--- src/rtl/rt_word_receiver.sv ---
module rt_word_receiver #(
  parameter int ADDR_W    = 5,
  parameter int DATA_W    = 16,
  parameter int MAX_WORDS = 32
) (
  input  logic                         rclk,
  input  logic                         rst_n,
  input  logic                         rx_hi,
  input  logic                         rx_lo,
  input  logic [ADDR_W-1:0]            own_addr,
  input  logic [$clog2(MAX_WORDS)-1:0] rd_addr,
  output logic [DATA_W-1:0]            rd_data,
  output logic                         word_valid,
  output logic                         word_cmd,
  output logic                         word_err,
  output logic [DATA_W-1:0]            word_data,
  output logic                         fwd_en,
  output logic                         tx_hi,
  output logic                         tx_lo
);
  localparam int SYNC_W    = 6;
  localparam int HALVES    = 2 * (DATA_W + 1);
  localparam int TX_HALVES = SYNC_W + HALVES;
  localparam int CNT_W     = $clog2(HALVES);
  localparam int TX_CW     = $clog2(TX_HALVES + 1);
  localparam int IDX_W     = $clog2(MAX_WORDS + 1);
  localparam int AW        = $clog2(MAX_WORDS);
  localparam int FILL_W    = DATA_W - ADDR_W - 1;
  localparam logic [CNT_W-1:0] LAST_CNT = CNT_W'(HALVES - 1);

  logic [SYNC_W-2:0] win_d, win_v;
  logic              in_word, is_cmd_w, h1, v1, viol;
  logic [CNT_W-1:0]  cnt;
  logic [DATA_W-1:0] wsr;
  logic              msg_on, msg_err;
  logic [IDX_W-1:0]  idx, expect_n;
  logic [DATA_W-1:0] mem [MAX_WORDS];
  logic [TX_HALVES-1:0] tx_sr, tx_vec;
  logic [TX_CW-1:0]  tx_cnt;

  wire              act      = rx_hi ^ rx_lo;
  wire [SYNC_W-1:0] nd       = {win_d, rx_hi};
  wire [SYNC_W-1:0] nv       = {win_v, act};
  wire              sync_cmd = (&nv) && (nd == 6'b111000);
  wire              sync_dat = (&nv) && (nd == 6'b000111);
  wire              last     = in_word && (cnt == LAST_CNT);
  wire              w_viol   = viol | ~v1 | ~act | (rx_hi == h1);
  wire              w_err    = w_viol | ~(^{wsr, h1});
  wire [ADDR_W-1:0] c_addr   = wsr[DATA_W-1 -: ADDR_W];
  wire [AW-1:0]     c_cnt    = wsr[AW-1:0];
  wire              cmd_ok   = last && is_cmd_w && !w_err && (c_addr == own_addr);
  wire              dat_take = last && !is_cmd_w && msg_on;
  wire [IDX_W-1:0]  idx_n    = idx + 1'b1;
  wire              msg_end  = dat_take && (idx_n == expect_n);
  wire              err_n    = msg_err | w_err;
  wire [DATA_W-1:0] stat_pl  = {own_addr, err_n, {FILL_W{1'b0}}};
  wire [DATA_W:0]   stat_w   = {stat_pl, ~(^stat_pl)};

  always_comb begin
    tx_vec = '0;
    tx_vec[TX_HALVES-1 -: SYNC_W] = 6'b111000;
    for (int i = 0; i <= DATA_W; i++) begin
      tx_vec[TX_HALVES-SYNC_W-1-2*i] = stat_w[DATA_W-i];
      tx_vec[TX_HALVES-SYNC_W-2-2*i] = ~stat_w[DATA_W-i];
    end
  end

  assign rd_data = mem[rd_addr];
  assign tx_hi   = (tx_cnt != '0) &  tx_sr[TX_HALVES-1];
  assign tx_lo   = (tx_cnt != '0) & ~tx_sr[TX_HALVES-1];

  always_ff @(negedge rclk or negedge rst_n) begin
    if (!rst_n) begin
      win_d <= '0; win_v <= '0; in_word <= 1'b0; is_cmd_w <= 1'b0;
      h1 <= 1'b0; v1 <= 1'b0; viol <= 1'b0; cnt <= '0; wsr <= '0;
      word_valid <= 1'b0; word_cmd <= 1'b0; word_err <= 1'b0; word_data <= '0;
    end else begin
      word_valid <= last;
      word_err   <= last && w_err;
      if (last) begin
        word_data <= wsr;
        word_cmd  <= is_cmd_w;
      end
      if (!in_word) begin
        if (sync_cmd || sync_dat) begin
          in_word  <= 1'b1;
          is_cmd_w <= sync_cmd;
          cnt      <= '0;
          viol     <= 1'b0;
          win_d    <= '0;
          win_v    <= '0;
        end else begin
          win_d <= nd[SYNC_W-2:0];
          win_v <= nv[SYNC_W-2:0];
        end
      end else begin
        cnt <= cnt + 1'b1;
        if (!cnt[0]) begin
          h1 <= rx_hi;
          v1 <= act;
        end else begin
          wsr  <= {wsr[DATA_W-2:0], h1};
          viol <= w_viol;
        end
        if (last) in_word <= 1'b0;
      end
    end
  end

  always_ff @(negedge rclk or negedge rst_n) begin
    if (!rst_n) begin
      msg_on <= 1'b0; msg_err <= 1'b0; idx <= '0; expect_n <= '0; fwd_en <= 1'b0;
      tx_sr <= '0; tx_cnt <= '0;
      for (int i = 0; i < MAX_WORDS; i++) mem[i] <= '0;
    end else begin
      fwd_en <= msg_end;
      if (cmd_ok) begin
        msg_on   <= 1'b1;
        msg_err  <= 1'b0;
        idx      <= '0;
        expect_n <= (c_cnt == '0) ? IDX_W'(MAX_WORDS) : IDX_W'(c_cnt);
      end else if (dat_take) begin
        mem[idx[AW-1:0]] <= wsr;
        idx     <= idx_n;
        msg_err <= err_n;
        if (msg_end) msg_on <= 1'b0;
      end
      if (msg_end) begin
        tx_sr  <= tx_vec;
        tx_cnt <= TX_CW'(TX_HALVES);
      end else if (tx_cnt != '0) begin
        tx_sr  <= tx_sr << 1;
        tx_cnt <= tx_cnt - 1'b1;
      end
    end
  end
endmodule

--- config.mk ---
export PLATFORM = sky130hd
export DESIGN_NAME = rt_word_receiver
export DESIGN_NICKNAME = d
export VERILOG_FILES = /design/src/rtl/rt_word_receiver.sv
export SDC_FILE = /design/constraint.sdc
export NUM_CORES = 1
export LEC_CHECK = 0
export BUFFER_PORTS_ARGS = -buffer_cell sky130_fd_sc_hd__buf_4
export CORE_MARGIN = 5
export CORE_UTILIZATION = 50
export DETAILED_ROUTE_END_ITERATION = 10
export GPL_TIMING_DRIVEN = 0
export PLACE_DENSITY = 0.73
export SYNTH_ARGS = -nofsm -noshare
export SYNTH_HDL_FRONTEND = slang
export SYNTH_SLANG_ARGS = --single-unit
--- constraint.sdc ---
create_clock -name rclk -period 2.4 [get_ports rclk]
set_input_delay 0.24 -clock rclk [delete_from_list [all_inputs] [get_ports rclk]]
set_output_delay 0.24 -clock rclk [all_outputs]
set_load 0.005 [all_outputs]
==> summary.md <==
| Metric | Value |
|---|---|
| Status | `finished, violations left` |
| Violated checks | `negative setup slack` |
| WP data arrival | `3.60 ns` |
| DIE AREA | `61,900 um^2` |
| Syn Nets | `1,917` |
| Largest stage delay, worst path | `0.54 ns` |
| Initial antenna violation count | `3` |
| Detailed-route DRC error count | `0` |
| Worst endpoint required time | `2.16 ns` |
| Final WS setup | `-1.44 ns` |
| Clock buffer depth | `3` |
| GR Util All Layers | `0.224` |
| Largest family of logic cells by synthesized area | `multiplexers` |
| Core Area | `56,500 um^2` |
| Final HPWL DP | `48.4 mm` |
| Root Driver | `clkbuf_16` |
| Final Hold Vio Count | `0` |
| WHS Path Cells | `2` |
| Vias per cell | `5.85` |
| Worst r2r dst | `tx_sr[0]$_DFFE_NN0P_` |
| Placed cell count | `2,703` |
| Maxcap violations | `0` |
| Core Util, Final | `0.607` |
| Pwr dens | `657 nW/um^2` |
| Min-delay src | `v1$_DFFE_NN0P_` |
| I/O pin cnt | `52` |
| Area after DPL | `30,200 um^2` |
| Reg-to-reg startpoint | `h1$_DFFE_NN0P_` |
| Crit path kind | `reg -> out` |
| Clock latency on the worst-skew pair | `0.58 ns` |
| CP max FO | `2` |
| Post-synth EDFFs | `0` |
| Antenna fix cells | `0` |
| Synth Area in Simple Gates | `0.0424` |
| Leak | `16.7 nW` |
| Post-synthesis compound-gate area fraction | `0.0136` |
| First-pass GRT wire length | `108 mm` |
| Tot Pwr | `22.5 mW` |
| Post-synth ARST share | `1.00` |
| Worst-path cell chain | `mux4_2 -> mux4_2 -> mux2_4 -> buf_6` |
| Final instance area | `34,300 um^2` |
| 1st-pass router iterations | `4` |
| Post-synthesis sequential area ratio | `0.552` |
| Grt total ovfl | `0` |
| Largest net degree at the start of global routing | `118` |
| Crit path top cell by count | `mux4_2` |
| Worst Hold Path EP | `v1$_DFFE_NN0P_` |
| H-tree Lvls | `3` |
| Post-Synth Adder-Cell Area | `0.00351` |
| Routed len/inst | `24.9 um` |
| Worst Reg-to-Reg Cells | `6` |
| Multiplexer share of the synthesized area | `0.350` |
| Syn Area/Cell | `15.0 um^2` |
| Layout cells sized above 1 | `0.441` |
| Slew HR | `0.189` |
| Final GP Congestion | `0.871` |
| Row Count | `87` |
| Vias in the first global route | `17,900` |
| Setup crit start kind | `flop` |
| RSZ-0062 raised after global routing | `yes` |
| Die Height | `249 um` |
| Final-stage net count | `2,131` |
| Hold_buf cts | `0` |
| Synthesis-to-finish area growth | `20.3%` |
| Initial DRC Count | `1,005` |
| CTS tree | `yes` |
| Total CTS buffers | `69` |
| Buffers on Ports | `47` |
| Synth unique cells | `57` |
| XOR/XNOR Fraction of Synth Area | `0.0123` |
| Worst clock skew | `0.0146 ns` |
| Final WL | `72.8 mm` |
| # fillers | `4,033` |
| Initial core utilization | `0.505` |
| CP max-delay cell | `mux4_2` |
| Primary FF master, synth | `dfrtn_1` |
| Critical Path End Type | `output pin` |
| Yosys Warn Count | `0` |
| R2r setup slk | `-0.08 ns` |
| Synthesized instance count | `1,895` |
| Min-delay worst type | `reg -> reg` |
| VDD IR max | `397 uV` |
| CP Launch Point | `mem[64]$_DFFE_NN0P_` |
| Via count | `17,100` |
| Post-DRT Antenna Nets | `0` |
| Worst-Margin Slew | `1.22 ns` |
| Yosys reg bits | `629` |
| Worst-path clk slew | `0.04 ns` |
| Mapped Area | `28,500 um^2` |
| Final setup fails | `40` |
| Clock tree sinks | `629` |
| Post-Layout Cell Count | `2,918` |
| Slew Viols, Final | `0` |
| Die W | `249 um` |
metal layers:
layer  GRT usage  up-vias  routed length [um]
met4      0.0694        0                2770
li1            -     7328                   -
met5           0        -                   0
met2       0.370      468               36300
met1       0.298     9128               29300
met3      0.0521      145                4450
registers in the layout (all words and copies together), names as in the netlist, 6 cells and up:
signal	count
cnt	6
expect_n	6
idx	6
mem	512
tx_cnt	6
tx_sr	40
word_data	16
wsr	16
repair_timing:
action / 4_1_cts / 5_1_grt
pin swaps: 24 / 12
buffers inserted: 51 / 43
gates cloned: 2 / 11
hold endpoints to repair: 0 / 0
resized for setup: 159 / 76
endpoints found under the setup margin: 812 / 450
report_power, final:
part           total [mW]  leakage, nW  internal [mW]  switching (mW)
registers            10.9         8.67           10.8          0.0946
clock network        10.5         1.11           6.17            4.29
logic                1.19         6.93          0.435           0.751
Yosys cell counts (all sizes together) (7+ instances only):
| library cell | n | area [um^2] |
|---|---|---|
| a21oi | 18 | 90.1 |
| a22o | 10 | 87.6 |
| and3 | 9 | 56.3 |
| buf | 65 | 327 |
| clkbuf | 100 | 377 |
| dfrtn | 629 | 15700 |
| ha | 8 | 100 |
| inv | 9 | 33.8 |
| mux2 | 550 | 6190 |
| mux2i | 19 | 190 |
| mux4 | 160 | 3600 |
| nand2 | 151 | 569 |
| nand3 | 29 | 145 |
| nor2 | 35 | 171 |
| o21ai | 19 | 95.1 |
| xnor2 | 22 | 200 |
| xor2 | 7 | 61.3 |
worst max-delay path by stage:
stage                                to  slack [ns]
global placement    mem[72]$_DFFE_NN0P_       -6.43
detailed placement           rd_data[5]       -1.00
floorplan                    rd_data[0]       -0.53
global route                 rd_data[5]       -1.47
finish                       rd_data[0]       -1.44
CTS                          rd_data[0]       -1.46
placed cells by master (no fill, tap or decap), types with 16 or more instances in the layout:
master     netlist  layout
clkbuf_1        99     104
mux2_2         382     366
mux2_4           0      26
nor2_1          19      18
dfrtn_1        629     629
clkbuf_8         0      16
buf_6            2      37
clkbuf_16        0      81
nand3_1         29      22
mux2_1         168     158
xnor2_1         21      17
mux2i_1         19      19
buf_4            1     122
nor2_4           0      17
a21oi_1         18      17
nand2_1        150     132
mux4_2         160     160
area by class of cell:
| type | instances | area [um^2] | area share |
|---|---|---|---|
| Multi-Input combinational cell | 1094 | 12700 | 0.371 |
| Sequential cell | 629 | 15700 | 0.459 |
| Clock inverter | 19 | 171 | 0.00500 |
| Timing Repair Buffer | 157 | 1700 | 0.0494 |
| Inverter | 9 | 36.3 | 0.00106 |
| Clock buffer | 105 | 2070 | 0.0602 |
| Buffer | 149 | 907 | 0.0264 |
| Tap cell | 756 | 946 | 0.0276 |
per-stage QoR:
| step | setup TNS [ns] | setup WS (ns) | hold slack [ns] |
|---|---|---|---|
| detailed placement | -436.71 | -1.00 | 0.426 |
| global route | -29.07 | -1.47 | 0.447 |
| finish | -27.18 | -1.44 | 0.425 |
| CTS | -27.83 | -1.46 | 0.429 |
| global placement | -4207.25 | -6.43 | 0.419 |
| floorplan | -20.15 | -0.532 | 0.399 |
kinds of logic after synthesis:
logic type | after synthesis
AO/OA/AOI/OAI | 62
XOR/XNOR | 33
adder cells (fa/ha/maj) | 8
buffers and inverters | 174
flip-flops | 629
multiplexers | 729
AND/OR/NAND/NOR | 260
critical path: cells and delay by family, from the launching register on:
kind / cells / cell delay, ns
mux: 3 / 1.35
flops: 1 / 0.34
buf+inv: 1 / 0.12
(Power assumes the default switching activity.)
